**src/rtl/rom_search_step_pkg.sv**
```systemverilog
package rom_search_step_pkg;

  typedef enum logic [1:0] {
    ST_IDLE = 2'd0,
    ST_ID   = 2'd1,
    ST_CMP  = 2'd2,
    ST_DIR  = 2'd3
  } step_state_e;

  // Field order is behaviour: bit0 identity, bit1 complement, bit2 branch.
  typedef struct packed {
    logic taken;
    logic cmp;
    logic id;
  } step_stat_t;

  localparam int STAT_W = $bits(step_stat_t);

endpackage

```
**src/rtl/rom_search_decide.sv**
```systemverilog
module rom_search_decide
  import rom_search_step_pkg::*;
(
  input  logic       id_bit,
  input  logic       cmp_bit,
  input  logic       pref_dir,
  output logic       dir,
  output logic       abort,
  output step_stat_t stat
);

  always_comb begin
    abort = id_bit & cmp_bit;
    if (id_bit ^ cmp_bit) dir = id_bit;
    else                  dir = pref_dir;
    stat.id    = id_bit;
    stat.cmp   = cmp_bit;
    stat.taken = abort ? 1'b0 : dir;
  end

endmodule

```
**src/rtl/rom_search_fsm.sv**
```systemverilog
module rom_search_fsm
  import rom_search_step_pkg::*;
(
  input  logic              clk,
  input  logic              rst,
  input  logic              start,
  input  logic              pref_dir,
  input  logic              slot_ack,
  input  logic              slot_rbit,
  input  logic              dec_dir,
  input  logic              dec_abort,
  input  step_stat_t        dec_stat,
  output logic              id_q,
  output logic              pref_q,
  output logic              busy,
  output logic              done,
  output logic [STAT_W-1:0] status,
  output logic              slot_req,
  output logic              slot_wbit
);

  step_state_e state;
  step_stat_t  pend;
  logic        ack_ok;

  // An acknowledge counts only once the request pulse has been seen.
  assign ack_ok = slot_ack && !slot_req;
  assign busy   = (state != ST_IDLE);

  always_ff @(posedge clk) begin
    if (rst) begin
      state     <= ST_IDLE;
      pend      <= '0;
      id_q      <= 1'b0;
      pref_q    <= 1'b0;
      done      <= 1'b0;
      status    <= '0;
      slot_req  <= 1'b0;
      slot_wbit <= 1'b0;
    end else begin
      slot_req <= 1'b0;
      done     <= 1'b0;
      case (state)
        ST_IDLE: begin
          if (start) begin
            pref_q    <= pref_dir;
            slot_req  <= 1'b1;
            slot_wbit <= 1'b1;
            state     <= ST_ID;
          end
        end
        ST_ID: begin
          if (ack_ok) begin
            id_q      <= slot_rbit;
            slot_req  <= 1'b1;
            slot_wbit <= 1'b1;
            state     <= ST_CMP;
          end
        end
        ST_CMP: begin
          if (ack_ok) begin
            pend <= dec_stat;
            if (dec_abort) begin
              status <= dec_stat;
              done   <= 1'b1;
              state  <= ST_IDLE;
            end else begin
              slot_req  <= 1'b1;
              slot_wbit <= dec_dir;
              state     <= ST_DIR;
            end
          end
        end
        ST_DIR: begin
          if (ack_ok) begin
            status <= pend;
            done   <= 1'b1;
            state  <= ST_IDLE;
          end
        end
        default: state <= ST_IDLE;
      endcase
    end
  end

endmodule

```
**src/rtl/rom_search_step.sv**
```systemverilog
module rom_search_step
  import rom_search_step_pkg::*;
(
  input  logic              clk,
  input  logic              rst,
  input  logic              start,
  input  logic              pref_dir,
  output logic              busy,
  output logic              done,
  output logic [STAT_W-1:0] status,
  output logic              slot_req,
  output logic              slot_wbit,
  input  logic              slot_ack,
  input  logic              slot_rbit
);

  logic       id_q;
  logic       pref_q;
  logic       dec_dir;
  logic       dec_abort;
  step_stat_t dec_stat;

  // The complement bit is decided on the cycle its acknowledge arrives.
  rom_search_decide u_decide (
    .id_bit   (id_q),
    .cmp_bit  (slot_rbit),
    .pref_dir (pref_q),
    .dir      (dec_dir),
    .abort    (dec_abort),
    .stat     (dec_stat)
  );

  rom_search_fsm u_fsm (
    .clk       (clk),
    .rst       (rst),
    .start     (start),
    .pref_dir  (pref_dir),
    .slot_ack  (slot_ack),
    .slot_rbit (slot_rbit),
    .dec_dir   (dec_dir),
    .dec_abort (dec_abort),
    .dec_stat  (dec_stat),
    .id_q      (id_q),
    .pref_q    (pref_q),
    .busy      (busy),
    .done      (done),
    .status    (status),
    .slot_req  (slot_req),
    .slot_wbit (slot_wbit)
  );

endmodule

```
**config.mk**
```make
export PLATFORM = sky130hd
export DESIGN_NAME = rom_search_step
export DESIGN_NICKNAME = d
export VERILOG_FILES = /design/src/rtl/rom_search_step_pkg.sv /design/src/rtl/rom_search_decide.sv /design/src/rtl/rom_search_fsm.sv /design/src/rtl/rom_search_step.sv
export SDC_FILE = /design/constraint.sdc
export NUM_CORES = 1
export LEC_CHECK = 0
export CAP_MARGIN = 40
export CORE_UTILIZATION = 30
export CTS_CLUSTER_DIAMETER = 50
export DETAILED_ROUTE_END_ITERATION = 8
export DONT_BUFFER_PORTS = 1
export GPL_TIMING_DRIVEN = 1
export PLACE_DENSITY = 0.45
export SLEW_MARGIN = 10
export SYNTH_ARGS = -nofsm -noshare
export SYNTH_HDL_FRONTEND = slang
export SYNTH_HIERARCHICAL = 1
export SYNTH_SLANG_ARGS = --single-unit
```
**constraint.sdc**
```tcl
create_clock -name clk -period 2.05 [get_ports clk]
set_clock_uncertainty 0.05 [all_clocks]
set_input_delay 0.615 -clock clk [delete_from_list [all_inputs] [get_ports clk]]
set_output_delay 0.615 -clock clk [all_outputs]
set_load 0.02 [all_outputs]
```
==> results.yml, run 1 <==
detailed_routing:
  drtAntennaViolNets: 0
  vias: 477
  drc_errors: 0
  avgViaCountPerCell: 5.13
  dr.pass1.iters: 2
  first_iter_violations: 2
  wl_per_cell_um: 13.5
  route.final.wire_length_um: 1250
yosys:
  ys_async_sr_fraction: 0
  yosysSeqAreaShare: 0.385
  synthTopCellsByArea: "dfxtp_1, mux2i_1, nor2_1"
  postSynthAreaPerCell_um2: 9.94
  yosys_warnings: 6
  ys.flop_type: "dfxtp_1"
  synth_enable_flop_cells: 0
  ys_types: 28
  ys_ff_latch: 13
  netlist_area_um2: 676
  netlist.area_leader.share: 0.385
  synthCells: 68
  synthesis.nets: 75
  synth_top_area_cell: "dfxtp_1"
clock_tree:
  cts-root-buf: "clkbuf_4"
  clockBufferDepth: 2
  cts-buffers-inserted: 3
  clk_latency_ns: 0.27
  cts_resized: 0
  post_cts_buffers: 0
  cts_tree: "done"
  clk_pin_slew_ns: 0.08
  cts_sinks: 13
  cts_hold_buf: 0
  cts.htree.levels: 1
global_route:
  grt_pass1_wl_um: 2080
  grt_max_degree: 18
  antenna_found_initial: 0
  grt.total_usage: 0.115
  grt_pass1_vias: 423
  gr-total-overflow: 0
finish:
  diodes: 0
  drive_gt1_frac: 0.121
  fin_util: 0.341
  stdcell_count: 93
  fillCellCount: 230
  area.growth.synth_to_final_pct: 2.96
  nNetsFinal: 74
die:
  io_pins: 13
  die-area_mm2: 0.00245
  num_rows: 16
  initial_utilization: 0.331
  core-area_mm2: 0.00204
  fp.dieH_um: 49.5
  dieWidth_um: 49.5
power:
  ir_drop_v: 0.000278
  powerDensity_mw_per_mm2: 738
  p_leak_uw: 0.000254
hold_path:
  hold_end: "u_fsm/slot_wbit"
  min_from: "rst"
  min_path_cells: 1
  hold_class: "in2reg"
critical_path:
  reg2reg_to: "u_fsm/status[2]"
  r2r_cells: 6
  crit_family: "flip-flops"
  critPathLaunchType: "flip-flop"
  reg2reg_slack_ns: 0.39
  end_kind: "output port"
  cp_slowest_stage_delay_ns: 0.61
  arrival_ns: 1.16
  worst_ep_required_time_ns: 1.38
  path_class: "reg2out"
  crit_chain: "or2_1"
  regToRegStartpoint: "u_fsm/id_q"
  worst-path-buf-inv: 0
  worst-path-max-fanout: 17
  startpoint: "u_fsm/state[0]"
  critPathSlowestCell: "dfxtp_1"
timing:
  setup_viol: 0
  slew_headroom: 0.694
  fin_tns_setup_ns: 0
  min_period_over_period: 0.891
  rsz0062_at_grt: "no"
  worst_pin_slew_ns: 0.459
  hold_violations: 0
  post-route-min-period_ns: 1.83
  drv_slew: 0
  fmax_mhz: 548
placement:
  portBuffers: 0
  gp_congestion: 0.645
  dp_hpwl_um: 886
  placed_cells: 89
outcome:
  status: "complete, no violations"
run:
  cap_viol_max_count: 0
placed cells by master (no fill, tap or decap), drive strengths merged, types with 2 or more instances in the layout:
cell type,Yosys,layout
dfxtp,13,13
and3b,2,2
nor3,3,3
a211oi,2,2
nor2,8,8
mux2i,5,5
o221ai,3,3
inv,2,2
and4bb,2,2
clkbuf,1,4
a21oi,3,3
nor2b,2,2
and3,3,3
a21boi,3,3
o21ai,3,3
layout make-up:
cell class              instances  area, um^2  area share
multi-input cells              47         368       0.529
flip-flops and latches         13         260       0.374
well taps                      27        33.8      0.0486
clock buffers                   4        26.3      0.0378
inverters                       2        7.51      0.0108
kinds of logic after synthesis:
| group | count (synthesis) | synth area share |
|---|---|---|
| mux | 6 | 0.0963 |
| compound gates | 16 | 0.189 |
| fa+ha+maj | 1 | 0.0185 |
| buf+inv | 8 | 0.0704 |
| simple gates | 24 | 0.241 |
| flops | 13 | 0.385 |
flip-flops by register name (all words and copies together) (netlist names):
name / cells
u_fsm/done: 1
u_fsm/id_q: 1
u_fsm/pend: 3
u_fsm/pref_q: 1
u_fsm/slot_req: 1
u_fsm/slot_wbit: 1
u_fsm/state: 2
u_fsm/status: 3
through the flow:
step	hold WS, ns	setup slack [ns]	instance area (um^2)	power [uW]
2_1_floorplan	0.403	0.225	676	359
3_3_place_gp	0.425	0.148	669	363
5_1_grt	0.332	0.112	696	546
6_report	0.348	0.224	696	513
3_5_place_dp	0.436	0.159	669	362
4_1_cts	0.333	0.200	696	524
routing by layer:
layer,share of wire,vias up,global-route usage
met1,0.46,227,0.145
met5,0,-,0
met4,0.0096,0,0.0714
li1,-,242,-
met3,0.050,2,0.0401
met2,0.48,6,0.167
power breakdown:
group	internal (uW)	switching, uW
clock network	75.3	82.1
logic	33.9	31.0
registers	264	26.6
total	373	140
cell usage after synthesis (2+ instances only):
cell / instances
dfxtp_1: 13
nor2_1: 8
mux2i_1: 5
a21boi_0: 3
a21oi_1: 3
and3_1: 3
nor3_1: 3
o21ai_0: 3
o221ai_1: 3
and3b_1: 2
and4bb_1: 2
buf_2: 2
buf_4: 2
inv_1: 2
how the worst max path moves through the flow:
stage / end / slack, ns / cells after the start
after global routing: busy / 0.11 / 1
after CTS: busy / 0.20 / 1
final: busy / 0.22 / 1
after floorplan: u_fsm/status[2] / 0.23 / 6
after global placement: u_fsm/status[2] / 0.15 / 6
after detailed placement: u_fsm/status[2] / 0.16 / 6
Power figures use the tool's default switching activity.
==> run 2: changes to the inputs <==
--- a/config.mk
+++ b/config.mk
@@ -10,7 +10,7 @@
 export CTS_CLUSTER_DIAMETER = 50
 export DETAILED_ROUTE_END_ITERATION = 8
 export DONT_BUFFER_PORTS = 1
-export GPL_TIMING_DRIVEN = 1
+export GPL_TIMING_DRIVEN = 0
 export PLACE_DENSITY = 0.45
 export SLEW_MARGIN = 10
 export SYNTH_ARGS = -nofsm -noshare
==> run 2 against run 1 <==
Hold slack got worse by 0.0014 ns. Register-to-register slack improved by 0.02 ns. Die area unchanged. Core utilization increased by 2.0 points. Count of clock-buffer cells in the layout unchanged. Global-route usage increased by 2.2 points. Sequential share of layout area decreased by 2.0 points. Final cell count increased by 6.5%. Wire length increased by 12%. Critical path type unchanged. Critical endpoint unchanged. Highest routed layer unchanged.
==> results.yml, run 2 (synthesis gave the netlist of run 1 again) <==
clock_tree:
  post_cts_buffers: 0
  cts-buffers-inserted: 3
  clockBufferDepth: 2
  cts_resized: 0
  cts-root-buf: "clkbuf_4"
  cts_sinks: 13
  cts_tree: "done"
  clk_pin_slew_ns: 0.07
  cts.htree.levels: 1
  clk_latency_ns: 0.27
  cts_hold_buf: 0
detailed_routing:
  avgViaCountPerCell: 4.97
  drc_errors: 0
  first_iter_violations: 3
  route.final.wire_length_um: 1400
  wl_per_cell_um: 14.1
  vias: 492
  dr.pass1.iters: 3
  drtAntennaViolNets: 0
  route.met2.wl_um: 658
  dr_wl_met3_um: 88
  wirelength_met1_um: 634
  top_layer_used: "met4"
power:
  clkPwrFrac: 0.294
  powerDensity_mw_per_mm2: 712
  share_seq_of_total_power: 0.544
  p_sw_uw: 144
  internal-power_uw: 380
  p_leak_uw: 0.000282
  combPwrFrac: 0.162
  ir_drop_v: 0.000340
  p_sw_frac: 0.276
timing:
  worst_slack_ns: 0.144
  fmax_mhz: 525
  worst_pin_slew_ns: 0.485
  min_period_over_period: 0.930
  slew_headroom: 0.676
  drv_slew: 0
  setup_viol: 0
  fin_tns_setup_ns: 0
  rsz0062_at_grt: "no"
  hold_violations: 0
  post-route-min-period_ns: 1.91
die:
  io_pins: 13
  die-area_mm2: 0.00245
  core-area_mm2: 0.00204
  fp.dieH_um: 49.5
  dieWidth_um: 49.5
  num_rows: 16
  initial_utilization: 0.331
finish:
  fin_util: 0.360
  drive_gt1_frac: 0.181
  diodes: 0
  layout_commonest_cell: "dfxtp_1"
  nNetsFinal: 80
  layout_common_cells: "dfxtp_1, nor2_1, mux2i_1"
  stdcell_count: 99
  area.growth.synth_to_final_pct: 8.89
  reg_top3: "u_fsm/pend (3), u_fsm/status (3), u_fsm/state (2)"
outcome:
  status: "complete, no violations"
critical_path:
  worst-path-max-fanout: 10
  arrival_ns: 1.24
  cp_slowest_stage_delay_ns: 0.47
  path_class: "reg2out"
  critPathLaunchType: "flip-flop"
  crit_chain: "buf_2, or2_1"
  end_kind: "output port"
  worst_ep_required_time_ns: 1.38
  critPathSlowestCell: "dfxtp_1"
global_route:
  antenna_found_initial: 0
  grt_pass1_wl_um: 2410
  gr-total-overflow: 0
  grt_pass1_vias: 493
  grt.total_usage: 0.137
  grt_max_degree: 11
placement:
  dp_hpwl_um: 1030
  gp_congestion: 0.659
  post-place-ws_ns: 0.149
  portBuffers: 0
  placed_cells: 95
hold_path:
  hold_class: "in2reg"
run:
  cap_viol_max_count: 0
## run 2: changes by cell type in the layout (fill, tap and decap cells not counted)
cell / previous run / this run
buf_2: 0 / 2
buf_4: 0 / 2
buf_6: 0 / 1
clkbuf_1: 1 / 2
## run 2: path summary, 6_finish.rpt
path                       start               to  slack, ns  cells past startpoint
hold / removal               rst  u_fsm/slot_wbit       0.35                      1
setup reg to reg      u_fsm/id_q  u_fsm/status[2]       0.41                      6
hold reg to reg    u_fsm/pend[0]    u_fsm/pend[0]       0.44                      2
setup / recovery  u_fsm/state[0]             busy       0.14                      2
## run 2: through the flow
stage	hold slack, ns	instance area [um^2]	total power (uW)
finish	0.347	736	524
detailed placement	0.431	709	376
floorplan	0.403	676	359
global route	0.321	736	563
CTS	0.335	736	535
global placement	0.430	709	376
## run 2: power groups by stage
stage	Sequential, uW	Clock (uW)	Combinational (uW)
detailed placement	291	0	85.0
global route	288	180	94.2
finish	285	154	85.0
global placement	291	0	85.0
CTS	285	165	85.3
floorplan	286	0	73.0
## run 2: critical path: cells and delay by family (launching register included)
family / cells / cell delay [ns]
buffers and inverters: 1 / 0.25
AND/OR/NAND/NOR: 1 / 0.24
flip-flops: 1 / 0.47
## run 2: cell type report
cell class                      instances  area [um^2]
Tap cell                               27         33.8
Buffer                                  6         40.0
Multi-Input combinational cell         47          368
Fill cell                             235         1310
Clock buffer                            4         26.3
Sequential cell                        13          260
Inverter                                2         7.51
## run 2: layer usage
metal / vias up / track usage
met5: - / 0
li1: 253 / -
met1: 228 / 0.165
met2: 9 / 0.210
met4: 0 / 0.0429
met3: 2 / 0.0741
==> run 3: changes to the inputs <==
--- a/config.mk
+++ b/config.mk
@@ -8,6 +8,7 @@
 export CAP_MARGIN = 40
 export CORE_UTILIZATION = 30
 export CTS_CLUSTER_DIAMETER = 50
+export CTS_CLUSTER_SIZE = 12
 export DETAILED_ROUTE_END_ITERATION = 8
 export DONT_BUFFER_PORTS = 1
 export GPL_TIMING_DRIVEN = 0
==> results of run 3 <==
Final layout, timing and power as in run 2 (identical DEF).
